--- config.mk ---
export PLATFORM = sky130hd
export DESIGN_NAME = disk_cmd_seq
export DESIGN_NICKNAME = d
export VERILOG_FILES = /design/src/rtl/disk_cmd_pkg.sv /design/src/rtl/seek_timer.sv /design/src/rtl/disk_cmd_seq.sv
export SDC_FILE = /design/constraint.sdc
export NUM_CORES = 1
export LEC_CHECK = 0
export ABC_AREA = 1
export BUFFER_PORTS_ARGS = -buffer_cell sky130_fd_sc_hd__buf_2
export CORE_UTILIZATION = 60
export DETAILED_ROUTE_END_ITERATION = 16
export GPL_ROUTABILITY_DRIVEN = 1
export PLACE_DENSITY = 0.86
export REMOVE_ABC_BUFFERS = 1
export SLEW_MARGIN = 0
export SYNTH_ARGS = -nofsm -noshare
export SYNTH_HDL_FRONTEND = slang
export SYNTH_HIERARCHICAL = 1
export SYNTH_SLANG_ARGS = --single-unit
--- constraint.sdc ---
create_clock -name clk -period 8.4 [get_ports clk]
set_clock_uncertainty 0.1 [all_clocks]
set_input_delay 0.84 -clock clk [delete_from_list [all_inputs] [get_ports clk]]
set_output_delay 0.84 -clock clk [all_outputs]
set_load 0.05 [all_outputs]
--- src/rtl/disk_cmd_pkg.sv ---
package disk_cmd_pkg;

    typedef enum logic [3:0] {
        FN_NONE   = 4'd0,
        FN_STATUS = 4'd1,
        FN_RECAL  = 4'd2,
        FN_SEEK   = 4'd3,
        FN_READ   = 4'd4,
        FN_WRITE  = 4'd5,
        FN_RDADDR = 4'd6,
        FN_WRADDR = 4'd7,
        FN_CHECK  = 4'd8,
        FN_LDADDR = 4'd11,
        FN_SKIP   = 4'd12
    } func_t;

    typedef enum logic [2:0] {
        S_IDLE,
        S_ADDR1,
        S_ADDR2,
        S_COUNT,
        S_XFER
    } seq_t;

    localparam int CYL_W  = 8;
    localparam int HEAD_W = 5;
    localparam int SEC_W  = 5;
    localparam int CNT_W  = 9;

    function automatic logic is_handoff(input logic [3:0] fn);
        return fn == FN_STATUS || fn == FN_READ   || fn == FN_WRITE ||
               fn == FN_RDADDR || fn == FN_WRADDR || fn == FN_SKIP;
    endfunction

endpackage

--- src/rtl/seek_timer.sv ---
module seek_timer #(
    parameter int TW = 12
) (
    input  logic          clk,
    input  logic          rst,
    input  logic          load,
    input  logic [TW-1:0] val,
    output logic          running,
    output logic          done
);
    logic [TW-1:0] cnt;

    assign running = (cnt != '0);
    assign done    = (cnt == TW'(1));

    always_ff @(posedge clk) begin
        if (rst)
            cnt <= '0;
        else if (load)
            cnt <= val;
        else if (running)
            cnt <= cnt - TW'(1);
    end


    load_idle_chk: assert property (@(posedge clk) disable iff (rst)
        load |-> !running);

endmodule

--- src/rtl/disk_cmd_seq.sv ---
module disk_cmd_seq
    import disk_cmd_pkg::*;
#(
    parameter int CYL_LIMIT   = 203,
    parameter int CYC_PER_CYL = 4,
    parameter int MIN_DELAY   = 3
) (
    input  logic        clk,
    input  logic        rst,
    input  logic [15:0] cmd_word,
    input  logic        cmd_set,
    input  logic        cmd_clr,
    output logic        cmd_pending,
    output logic        cmd_flag,
    input  logic [15:0] dat_word,
    input  logic        dat_set,
    output logic        dat_flag,
    output logic        xfer_go,
    output logic [3:0]  xfer_fn,
    output logic        xfer_drv,
    input  logic        xfer_done,
    output logic        xfer_active,
    output logic [8:0]  chk_count,
    output logic [7:0]  rar_cyl,
    output logic [4:0]  rar_head,
    output logic [4:0]  rar_sec,
    output logic [15:0] pos_cyl,
    output logic [9:0]  pos_head,
    output logic [1:0]  drv_busy,
    output logic [1:0]  drv_err
);
    localparam int NDRV    = 2;
    localparam int MAX_DLY = ((1 << CYL_W) - 1) * CYC_PER_CYL + MIN_DELAY;
    localparam int TW      = $clog2(MAX_DLY + 1);

    seq_t              st;
    logic              dcmd, op_la, sel;
    logic [CYL_W-1:0]  pc [NDRV];
    logic [HEAD_W-1:0] ph [NDRV];
    logic [NDRV-1:0]   pend, t_load, t_run, t_done;

    logic [3:0]        fn;
    logic              accept, take, seek_go, recal_go, ev_drv, dlv, dlv_d;
    logic [CYL_W-1:0]  tcyl, cur, diff;
    logic [HEAD_W-1:0] thead;
    logic [TW-1:0]     dly;

    assign fn       = cmd_word[15:12];
    assign accept   = cmd_set && !cmd_pending && !cmd_clr;
    assign take     = dcmd && !cmd_clr &&
                      (st == S_ADDR1 || st == S_ADDR2 || st == S_COUNT);
    assign seek_go  = take && st == S_ADDR2 && !op_la;
    assign recal_go = accept && fn == FN_RECAL;
    assign ev_drv   = seek_go ? sel : cmd_word[0];
    assign tcyl     = seek_go ? rar_cyl : '0;
    assign thead    = seek_go ? dat_word[12:8] : '0;
    assign cur      = pc[ev_drv];
    assign diff     = (tcyl > cur) ? tcyl - cur : cur - tcyl;
    assign dly      = (diff == '0) ? TW'(MIN_DELAY) : TW'(diff) * TW'(CYC_PER_CYL);
    assign dlv      = (pend != '0) && !cmd_flag && st != S_XFER && !accept;
    assign dlv_d    = pend[0] ? 1'b0 : 1'b1;
    assign xfer_active = (st == S_XFER);

    for (genvar g = 0; g < NDRV; g++) begin : g_drv
        assign t_load[g] = (seek_go || recal_go) && ev_drv == g[0] && !t_run[g];

        seek_timer #(.TW(TW)) u_tmr (
            .clk(clk), .rst(rst), .load(t_load[g]), .val(dly),
            .running(t_run[g]), .done(t_done[g])
        );

        assign pos_cyl[g*CYL_W +: CYL_W]    = pc[g];
        assign pos_head[g*HEAD_W +: HEAD_W] = ph[g];


        oor_zero_chk: assert property (@(posedge clk) disable iff (rst)
            $rose(drv_err[g]) |-> pc[g] == '0 && drv_busy[g]);
    end

    always_ff @(posedge clk) begin
        if (rst) begin
            st <= S_IDLE;  dcmd <= 1'b0;  op_la <= 1'b0;  sel <= 1'b0;
            cmd_pending <= 1'b0;  cmd_flag <= 1'b1;  dat_flag <= 1'b1;
            xfer_go <= 1'b0;  xfer_fn <= '0;  xfer_drv <= 1'b0;
            chk_count <= '0;  rar_cyl <= '0;  rar_head <= '0;  rar_sec <= '0;
            drv_busy <= '0;  drv_err <= '0;  pend <= '0;
            for (int d = 0; d < NDRV; d++) begin
                pc[d] <= '0;
                ph[d] <= '0;
            end
        end else begin
            xfer_go <= 1'b0;
            if (take) begin
                dcmd     <= 1'b0;
                dat_flag <= 1'b1;
            end
            if (dat_set) begin
                dcmd     <= 1'b1;
                dat_flag <= 1'b0;
            end

            if (cmd_clr) begin
                cmd_pending <= 1'b0;
                st          <= S_IDLE;
                dcmd        <= 1'b0;
            end else if (accept) begin
                cmd_pending <= 1'b1;
                cmd_flag    <= 1'b0;
                sel         <= cmd_word[0];
                if (fn == FN_SEEK || fn == FN_RECAL || fn == FN_CHECK) begin
                    drv_busy[cmd_word[0]] <= 1'b0;
                    drv_err[cmd_word[0]]  <= 1'b0;
                end
                if (fn == FN_SEEK || fn == FN_LDADDR) begin
                    st    <= S_ADDR1;
                    op_la <= (fn == FN_LDADDR);
                end else if (fn == FN_RECAL) begin
                    rar_cyl <= '0;  rar_head <= '0;  rar_sec <= '0;
                end else if (fn == FN_CHECK) begin
                    st <= S_COUNT;
                end else if (is_handoff(fn)) begin
                    st       <= S_XFER;
                    xfer_go  <= 1'b1;
                    xfer_fn  <= fn;
                    xfer_drv <= cmd_word[0];
                end
            end else begin
                case (st)
                    S_ADDR1: if (take) begin
                        rar_cyl <= dat_word[7:0];
                        st      <= S_ADDR2;
                    end
                    S_ADDR2: if (take) begin
                        rar_head <= dat_word[12:8];
                        rar_sec  <= dat_word[4:0];
                        st       <= S_IDLE;
                        if (op_la) begin
                            cmd_flag    <= 1'b1;
                            cmd_pending <= 1'b0;
                        end
                    end
                    S_COUNT: if (take) begin
                        chk_count <= dat_word[8:0];
                        st        <= S_XFER;
                        xfer_go   <= 1'b1;
                        xfer_fn   <= 4'(FN_CHECK);
                        xfer_drv  <= sel;
                    end
                    S_XFER: if (xfer_done) begin
                        cmd_flag    <= 1'b1;
                        cmd_pending <= 1'b0;
                        st          <= S_IDLE;
                    end
                    default: ;
                endcase
            end

            for (int d = 0; d < NDRV; d++) begin
                if (t_load[d]) begin
                    pc[d]       <= tcyl;
                    ph[d]       <= thead;
                    drv_busy[d] <= (diff != '0);
                end
                if (t_done[d]) begin
                    pend[d] <= 1'b1;
                    if (int'(pc[d]) >= CYL_LIMIT) begin
                        drv_busy[d] <= 1'b1;
                        drv_err[d]  <= 1'b1;
                        pc[d]       <= '0;
                    end else begin
                        drv_busy[d] <= 1'b0;
                    end
                end
            end

            if (dlv) begin
                cmd_flag    <= 1'b1;
                cmd_pending <= 1'b0;
                pend[dlv_d] <= 1'b0;
            end
        end
    end


    dat_take_chk: assert property (@(posedge clk) disable iff (rst)
        $rose(dat_flag) |-> $past(st == S_ADDR1 || st == S_ADDR2 || st == S_COUNT));


    xfer_go_chk: assert property (@(posedge clk) disable iff (rst)
        xfer_go |-> xfer_active && !cmd_flag && cmd_pending);


    flag_rise_chk: assert property (@(posedge clk) disable iff (rst)
        $rose(cmd_flag) |-> !cmd_pending && !xfer_active);


    clr_idle_chk: assert property (@(posedge clk) disable iff (rst)
        cmd_clr |=> !cmd_pending && !xfer_active);

endmodule

==> flow_metrics.py, run 1 <==
metrics = {
    "global_routing": {
        "antenna_found_initial": 0,
        "grt_usage_pct": 30.1,
        "grt_max_degree": 46,
        "grt_pass1_wl_um": 23300,
        "grt_pass1_vias": 5221,
        "gr-total-overflow": 0,
    },
    "setup_path": {
        "worstSetupEndpointType": "register",
        "start_kind": "input port",
        "worstPathMaxFanout": 17,
        "endpoint": "g_drv[1].u_tmr/cnt[0]",
        "r2r_end": "g_drv[1].u_tmr/cnt[0]",
        "worst_ep_arrival_time_ps": 4360,
        "critPathKind": "input port to register",
        "rr_worst_depth": 24,
        "r2r_slack_ps": 4490,
        "crit_start": "cmd_clr",
        "crit-reg2reg-launch": "st[0]",
        "required_ps": 8610,
    },
    "timing": {
        "maxSlewViolCount": 0,
        "finalSetupTns_ps": 0,
        "rsz0062_at_grt": "no",
        "slew_headroom_pct": 39.7,
        "layout_min_cycle_time_ps": 4150,
        "fin_crit_sh_pct": 49.4,
        "setup_viol": 0,
        "finalHoldViolations": 0,
        "worst_pin_slew_ps": 905,
        "timing.hold.ws_ps": 368,
        "fmax_ghz": 0.241,
    },
    "synth": {
        "syn_inst": 789,
        "synth_xor_area_share_pct": 1.59,
        "synth_area_um2": 5490,
        "synth_fa_ha_area_share_pct": 5.06,
        "synth_area_per_cell_um2": 6.96,
        "synth_top_family_by_area": "simple AND/OR/NAND/NOR gates",
        "yosys-mux-area-fraction_pct": 0.182,
        "yosys.area_share.simple_pct": 35.2,
        "ys_warn_count": 6,
        "synth_compound_area_share_pct": 11.6,
        "ys_ff_latch": 94,
        "ys_types": 44,
        "ys_seq_area_share_pct": 37.5,
    },
    "detailed_routing": {
        "vias": 5390,
        "drt_iter0_drc": 299,
        "post_drt_wl_per_cell_um": 13.8,
        "drtAntennaViolNets": 0,
        "dr.pass1.iters": 11,
        "wl_um": 13700,
        "avgViaCountPerCell": 5.45,
        "drc_errors": 2,
    },
    "status": {
        "violations": "DRC",
        "outcome": "complete, but fails checks",
    },
    "cts": {
        "cts_inserted_buffers": 9,
        "cts_sinks": 94,
        "cts_htree_levels": 3,
        "clk_pin_slew_ps": 100,
        "hold_buffers": 0,
        "clkLatencyLatePin_ps": 370,
        "post_cts_buffers": 0,
        "clockBufferDepth": 2,
        "cts_root_buffer": "clkbuf_8",
        "post_cts_resized": 0,
        "cts_tree": "built",
    },
    "power_and_ir_drop": {
        "powerDensity_nw_per_um2": 230,
        "p_leak_uw": 0.00304,
        "ir_drop_v": 0.000112,
    },
    "floorplanning": {
        "start_util_pct": 62.4,
        "die_y_um": 97.7,
        "rows": 34,
        "io_pins": 105,
        "die_w_um": 97.7,
        "placeableCoreArea_um2": 8810,
        "die-area_um2": 9540,
    },
    "final_layout": {
        "antenna_cells": 0,
        "syn2layout_area_growth_pct": 13.1,
        "nNetsFinal": 935,
        "drive_gt1_share_pct": 18.2,
        "fin_cells": 989,
    },
    "placement": {
        "gp_congestion": 0.917,
        "port_buffers": 90,
        "hpwl_um": 10500,
        "dpl.cell_count": 973,
    },
    "worst_hold_path": {
        "hold_path.class": "register to register",
    },
    "job": {
        "maxCapViolCount": 0,
    },
}
cell type report:
type | count | area [um^2]
fill | 700 | 2600
sequential | 94 | 2060
multi-input combinational | 571 | 2950
clock inverter | 7 | 75.1
timing repair buffer | 90 | 450
clock buffer | 9 | 124
tap | 108 | 135
inverter | 110 | 415
metrics by stage:
stage / setup WS (ps) / util, % / cell area [um^2] / total power (uW)
2_1_floorplan: 4780 / - / 5420 / 1010
3_3_place_gp: 4070 / 68.2 / 6010 / 1100
3_5_place_dp: 3890 / 68.2 / 6010 / 1130
4_1_cts: 4270 / 70.5 / 6210 / 1430
5_1_grt: 3820 / 70.5 / 6210 / 1520
6_report: 4250 / 70.5 / 6210 / 1430
cells in the final DEF, fill, tap and decap left out, types with 3 or more instances in the layout:
cell,n
o211ai_1,4
inv_1,101
inv_8,3
clkbuf_8,9
nor2_2,12
inv_2,8
ha_1,19
nand3b_1,4
edfxtp_1,18
o21ai_1,3
a21oi_1,62
nand3_1,50
nand4_1,9
o21ai_0,33
nand2_1,217
nor2_1,98
xor2_1,7
buf_2,90
xnor2_1,3
nand2_2,8
nand2_4,5
nor3_1,6
dfxtp_1,76
nand3_4,3
or2_2,4
where the power goes:
| part | total [uW] | switching (uW) | internal [uW] | leakage (uW) |
|---|---|---|---|---|
| Sequential | 568 | 54.0 | 514 | 0.000807 |
| Clock | 302 | 184 | 118 | 0.0000985 |
| Combinational | 559 | 368 | 190 | 0.00213 |
per-layer routing:
| metal | global-route usage [%] | vias to the layer above | wire [um] |
|---|---|---|---|
| li1 | - | 2687 | - |
| met1 | 35.4 | 2485 | 5730 |
| met2 | 54.1 | 191 | 6770 |
| met3 | 5.54 | 27 | 887 |
| met4 | 11.5 | 0 | 308 |
| met5 | 0 | - | 0 |
synth_stat cells, drive strengths merged:
cell type / n / area (um^2)
nand2: 230 / 921
nor2: 114 / 505
inv: 110 / 415
dfxtp: 76 / 1520
a21oi: 64 / 328
nand3: 55 / 323
o21ai: 38 / 213
ha: 19 / 238
edfxtp: 18 / 541
nand4: 9 / 56.3
buf: 7 / 41.3
clkbuf: 7 / 26.3
nor3: 7 / 46.3
xor2: 7 / 61.3
or2: 5 / 31.3
nand3b: 4 / 30.0
o211ai: 4 / 30.0
xnor2: 3 / 26.3
fa: 2 / 40.0
a22oi: 1 / 7.51
a31oi: 1 / 6.26
mux2i: 1 / 10.0
nor4: 1 / 21.3
o2111ai: 1 / 8.76
o221a: 1 / 11.3
o221ai: 1 / 8.76
o22ai: 1 / 6.26
o32ai: 1 / 8.76
o41ai: 1 / 8.76
worst min-delay path by stage:
stage | from | cells after the start | end | slack, ps
floorplan | dcmd | 2 | dcmd | 350
global placement | xfer_fn[2] | 2 | xfer_fn[2] | 350
detailed placement | chk_count[8] | 2 | chk_count[8] | 350
CTS | rar_head[2] | 2 | rar_head[2] | 370
global route | chk_count[6] | 2 | chk_count[6] | 390
finish | chk_count[0] | 2 | chk_count[0] | 370
sequential cells by signal, summed over array words and instances, names as in the netlist, 2 cells and up:
signal	cells
rar_head	5
pc	16
xfer_fn	4
g_drv.u_tmr/cnt	20
pend	2
ph	10
chk_count	9
st	3
drv_err	2
rar_sec	5
rar_cyl	8
drv_busy	2
kinds of logic after synthesis:
family / count (synthesis)
and+or+nand+nor: 425
buffers and inverters: 124
AOI/OAI and AO/OA: 114
DFF: 94
adders and majority gates: 21
xor gates and xnor gates: 10
muxes: 1
critical path, cell delays in order:
cell and delay, ps:
buf_2 130, inv_1 70, nand2_2 80, nor2_2 150, nand2_4 120, o21ai_4 420, nand2_1 110, o21ai_0 200
inv_1 150, fa_1 460, nand2_1 80, nand2_1 90, nand3_1 90, nand2_1 110, nand2_2 170, nand2_1 70
nand2_1 80, nand2_1 60, nor2_1 110, nand3_1 180, inv_1 190, nor2_1 70, nor2_1 120, nand2_1 100
nor2_1 100
Note: power is estimated with default switching activity, not from simulation.
==> run 2, diff against run 1 <==
CORE_UTILIZATION = 51   (was 60)
PLACE_DENSITY = 0.77   (was 0.86)
clock period = 3.8 ns   (was 8.4 ns; I/O delays follow)
==> run 2 against run 1 <==
  * The run now ends clean
  * Register-to-register slack worse by 4100 ps
  * Cell count rose by 4.4%
  * Setup slack got worse by 3900 ps
  * Global-route usage fell by 5.1 points
  * Largest power group unchanged
  * Flip-flop and latch count did not move
  * Design area is 2.9% higher
  * First-iteration DRC count shrank 19%
  * Worst hold slack worse by 220 ps
  * Routed wire length fell by 3.2%
  * Die area grew 17%
==> flow_metrics.py, run 2 (same netlist as run 1, synthesis figures left out) <==
metrics = {
    "global_routing": {
        "antenna_found_initial": 0,
        "grt_max_degree": 45,
        "gr-total-overflow": 0,
        "grt_pass1_vias": 4833,
        "grt_pass1_wl_um": 22400,
        "grt_usage_pct": 25.0,
    },
    "timing": {
        "slew_headroom_pct": 52.5,
        "maxSlewViolCount": 0,
        "fmax_ghz": 0.292,
        "finalHoldViolations": 0,
        "worst_pin_slew_ps": 712,
        "layout_min_cycle_time_ps": 3420,
        "finalSetupTns_ps": 0,
        "fin_crit_sh_pct": 90.1,
        "rsz0062_at_grt": "no",
        "setup_viol": 0,
    },
    "power_and_ir_drop": {
        "powerDensity_nw_per_um2": 492,
        "seqPwrFrac_pct": 39.8,
        "comb_power_share_pct": 38.9,
        "switching_share_pct": 40.8,
        "ir_drop_v": 0.000295,
        "power.switching_uw": 1280,
        "p_leak_uw": 0.00312,
        "p_int_uw": 1860,
        "clkPwrFrac_pct": 21.4,
    },
    "cts": {
        "clockBufferDepth": 2,
        "cts_inserted_buffers": 9,
        "clkLatencyLatePin_ps": 390,
        "hold_buffers": 0,
        "cts_tree": "built",
        "cts_root_buffer": "clkbuf_8",
        "cts_sinks": 94,
        "cts_htree_levels": 3,
        "clk_pin_slew_ps": 100,
    },
    "setup_path": {
        "critPathKind": "register to register",
        "crit-reg2reg-launch": "st[0]",
        "cpMostUsedCell": "nand2_1",
        "crit_start": "st[0]",
        "start_kind": "register",
        "worstSetupEndpointType": "register",
        "slowest_delay_ps": 400,
        "endpoint": "g_drv[0].u_tmr/cnt[0]",
        "r2r_slack_ps": 380,
        "worst_ep_arrival_time_ps": 3640,
        "crit_slowest_cell": "fa_1",
        "required_ps": 4020,
        "worstPathMaxFanout": 14,
        "rr_worst_depth": 26,
        "r2r_end": "g_drv[0].u_tmr/cnt[0]",
    },
    "placement": {
        "port_buffers": 90,
        "gp_congestion": 0.870,
        "hpwl_um": 10200,
    },
    "final_layout": {
        "utilization_pct": 61.6,
        "largest-register": "g_drv.u_tmr/cnt",
        "largest_reg_flops": 20,
        "fill_cells": 979,
        "nNetsFinal": 951,
        "drive_gt1_share_pct": 19.8,
        "final_common_cell": "nand2_1",
        "reg_top3": "g_drv.u_tmr/cnt x20, pc x16, ph x10",
        "final_cell_mix": "nand2_1 (217), inv_1 (100), nor2_1 (97)",
        "syn2layout_area_growth_pct": 16.3,
        "antenna_cells": 0,
    },
    "floorplanning": {
        "placeableCoreArea_um2": 10400,
        "rows": 37,
        "die_y_um": 106,
        "die-area_um2": 11200,
        "die_w_um": 106,
        "start_util_pct": 53.0,
        "io_pins": 105,
    },
    "detailed_routing": {
        "drt_iter0_drc": 242,
        "drc_errors": 0,
        "dr.pass1.iters": 5,
        "drtAntennaViolNets": 0,
        "post_drt_wl_per_cell_um": 12.8,
        "vias": 5136,
        "wl_um": 13300,
        "avgViaCountPerCell": 4.97,
    },
    "worst_hold_path": {
        "hold_depth": 3,
        "hold_path.class": "input port to register",
    },
    "status": {
        "outcome": "finished, final reports clean",
    },
    "job": {
        "maxCapViolCount": 0,
    },
}
==> run 2: layout make-up <==
class / instances / area [um^2] / area share [%]
tap: 136 / 170 / 2.66
clock inverter: 5 / 46.3 / 0.725
inverter: 110 / 415 / 6.50
timing repair buffer: 106 / 583 / 9.13
clock buffer: 11 / 153 / 2.39
sequential: 94 / 2060 / 32.3
multi-input combinational: 571 / 2960 / 46.3
==> run 2: worst min-delay path by stage <==
stage | from | end | slack (ps)
after global routing | dat_word[10] | rar_head[2] | 140
after detailed placement | drv_err[0] | drv_err[0] | 350
after floorplan | rst | chk_count[0] | 350
after CTS | dat_word[12] | rar_head[4] | 130
after global placement | xfer_fn[2] | xfer_fn[2] | 350
final | dat_word[12] | rar_head[4] | 150
==> run 2: per-layer routing <==
layer | vias up | global-route usage, % | share of wire, %
met5 | - | 0 | 0
met4 | 0 | 8.43 | 1.4
met3 | 17 | 5.69 | 5.3
met2 | 109 | 41.9 | 47
met1 | 2286 | 31.7 | 47
li1 | 2724 | - | -
==> run 2: timing repair <==
| action | in CTS | in global routing |
|---|---|---|
| setup buffers | 0 | 3 |
| endpoints found under the setup margin | 0 | 4 |
| resized for setup | 0 | 4 |
==> run 2: worst max-delay path, delay by kind of cell (launching register included) <==
family	cells	cell delay, ps
AND/OR/NAND/NOR	16	1410
buffers and inverters	6	610
adder cells (fa/ha/maj)	2	580
flip-flops	1	350
AO/OA/AOI/OAI	2	270
==> run 2: through the flow <==
stage / total power (uW) / hold slack (ps) / cells / setup slack, ps / cell area, um^2
4_1_cts: 3160 / 134 / 1030 / 186 / 6340
2_1_floorplan: 2240 / 349 / 775 / 636 / 5420
5_1_grt: 3380 / 144 / 1033 / 10.6 / 6390
3_3_place_gp: 2460 / 351 / 1014 / 193 / 6140
3_5_place_dp: 2490 / 354 / 1014 / 112 / 6140
6_report: 3140 / 146 / 1033 / 376 / 6390
==> run 2: power by group through the flow <==
stage	sequential [uW]	clock, uW	combinational, uW
final	1250	671	1220
after global routing	1270	730	1380
after CTS	1250	685	1220
after detailed placement	1270	0	1220
after global placement	1270	0	1190
after floorplan	1350	0	886
==> run 3, diff against run 2 <==
BUFFER_PORTS_ARGS = default   (was -buffer_cell sky130_fd_sc_hd__buf_2)
CORE_UTILIZATION = 64   (was 51)
DONT_BUFFER_PORTS = 1   (was default)
PLACE_DENSITY = 0.8   (was 0.77)
SKIP_CTS_REPAIR_TIMING = 1   (was default)
clock period = 3.9 ns   (was 3.8 ns; I/O delays follow)
==> run 3 against run 2 <==
  * Setup slack worse by 57 ps
  * Non-clock buffer count down 81
  * Sequential power increased by 3%
  * Clock-buffer cell count decreased by 1
  * Routed wire length rose by 6.6%
  * Design area shrank 5.3%
  * Via count rose by 1.1%
  * Maximum frequency shrank 4.4%
  * First-iteration DRC count increased by 4.1%
  * Utilization rose by 12 points
  * Die area decreased by 20%
  * Flip-flop and latch count is the same
  * Critical endpoint is now g_drv[1].u_tmr/cnt[1]
==> flow_metrics.py, run 3 (same netlist as run 1, synthesis figures left out) <==
metrics = {
    "status": {
        "outcome": "finished, final reports clean",
    },
    "power_and_ir_drop": {
        "power_uw": 3210,
        "ir_drop_v": 0.000291,
        "p_leak_uw": 0.00277,
        "powerDensity_nw_per_um2": 530,
    },
    "detailed_routing": {
        "drtAntennaViolNets": 0,
        "post_drt_wl_per_cell_um": 15.3,
        "dr.pass1.iters": 5,
        "vias": 5195,
        "avgViaCountPerCell": 5.63,
        "drc_errors": 0,
        "wl_um": 14100,
        "drt_iter0_drc": 252,
    },
    "final_layout": {
        "fin_cells": 923,
        "drive_gt1_share_pct": 12.6,
        "antenna_cells": 0,
        "final_cell_mix": "nand2_1 (217), inv_1 (100), nor2_1 (98)",
        "final_common_cell": "nand2_1",
        "fill_cells": 722,
        "utilization_pct": 73.2,
        "nNetsFinal": 872,
        "reg_top3": "g_drv.u_tmr/cnt x20, pc x16, ph x10",
        "multiInputGateArea_um2": 2990,
        "largest_reg_flops": 20,
        "largest-register": "g_drv.u_tmr/cnt",
        "syn2layout_area_growth_pct": 10.1,
        "regArea_um2": 2060,
    },
    "cts": {
        "cts_inserted_buffers": 9,
        "cts_root_buffer": "clkbuf_8",
        "cts_htree_levels": 3,
        "cts_sinks": 94,
        "clkLatencyLatePin_ps": 380,
        "clockBufferDepth": 2,
        "cts_tree": "built",
        "clk_pin_slew_ps": 100,
    },
    "setup_path": {
        "critPathKind": "register to register",
        "start_kind": "register",
        "worstPathMaxFanout": 10,
        "rr_worst_depth": 25,
        "worst_ep_arrival_time_ps": 3810,
        "worstSetupEndpointType": "register",
        "required_ps": 4130,
    },
    "placement": {
        "dpl.cell_count": 902,
        "gp_congestion": 0.989,
        "hpwl_um": 10400,
        "port_buffers": 0,
    },
    "global_routing": {
        "gr-total-overflow": 0,
        "antenna_found_initial": 0,
        "grt_max_degree": 46,
        "grt_pass1_wl_um": 21700,
        "grt_pass1_vias": 4751,
        "grt_usage_pct": 31.3,
    },
    "timing": {
        "layout_min_cycle_time_ps": 3580,
        "finalHoldViolations": 0,
        "slew_headroom_pct": 54.7,
        "timing.hold.ws_ps": 48.1,
        "fmax_ghz": 0.279,
        "worst_pin_slew_ps": 679,
        "setup_viol": 0,
        "fin_crit_sh_pct": 91.8,
        "maxSlewViolCount": 0,
    },
    "floorplanning": {
        "die-area_um2": 8950,
        "io_pins": 105,
        "rows": 33,
        "die_w_um": 94.6,
        "die_y_um": 94.6,
        "start_util_pct": 66.5,
        "placeableCoreArea_um2": 8260,
    },
    "worst_hold_path": {
        "hold_path.class": "input port to register",
        "hold_depth": 2,
    },
    "job": {
        "maxCapViolCount": 0,
    },
}
-- run 3: changes by cell type in the layout (fill, tap and decap cells not counted), moves of 2 or more --
cell,before,now
buf_2,90,0
bufinv_16,0,3
ha_2,0,2
o21ai_2,0,3
ha_1,19,17
buf_4,15,24
o21ai_0,33,31
-- run 3: metal layers --
| layer | track usage (%) | part of all wire [%] | up-vias |
|---|---|---|---|
| li1 | - | - | 2574 |
| met1 | 36.5 | 40 | 2411 |
| met2 | 54.3 | 49 | 178 |
| met3 | 8.86 | 7.6 | 32 |
| met4 | 11.6 | 2.5 | 0 |
| met5 | 0 | 0 | - |
-- run 3: cell type report --
type / count / share of cell area [%]
flip-flops and latches: 94 / 34.1
clock inverters: 6 / 1.92
clock buffers: 10 / 2.11
well taps: 105 / 2.17
multi-input cells: 573 / 49.5
inverters: 110 / 6.87
repair buffers: 25 / 3.31
-- run 3: where the power goes --
part | internal, uW | switching [uW]
combinational | 401 | 719
clock | 432 | 368
sequential | 1110 | 181
total | 1940 | 1270
-- run 3: path summary, 6_finish.rpt --
check                                   from                    end  slack [ps]
worst max register to register         st[0]  g_drv[1].u_tmr/cnt[1]         320
worst max-delay path                   st[0]  g_drv[1].u_tmr/cnt[1]         320
worst min register to register          dcmd                   dcmd         380
worst min-delay path            cmd_word[13]             xfer_fn[1]          50
-- run 3: critical path: stages (launching register included) --
cell	delay [ps]
dfxtp_1	350
inv_2	110
nand3_2	110
inv_2	100
nand2_4	120
nand2_2	190
o21ai_4	150
o21ai_2	160
ha_1	170
inv_1	70
fa_1	410
nand2_1	80
nand2_1	80
nand3_1	90
nand2_1	130
nand2_4	150
inv_2	60
nand2_1	60
nand2_1	90
nor2_1	150
nand3_2	140
inv_2	120
a21oi_1	80
nand2_1	100
nand2_1	50
nor2_1	70
-- run 3: metrics by stage --
stage,TNS [ps],cell area [um^2],worst slack (ps)
global placement,0,5720,249
global route,-8.89,6050,-8.89
CTS,0,5960,96.9
floorplan,0,5420,726
detailed placement,0,5720,90.8
finish,0,6050,320
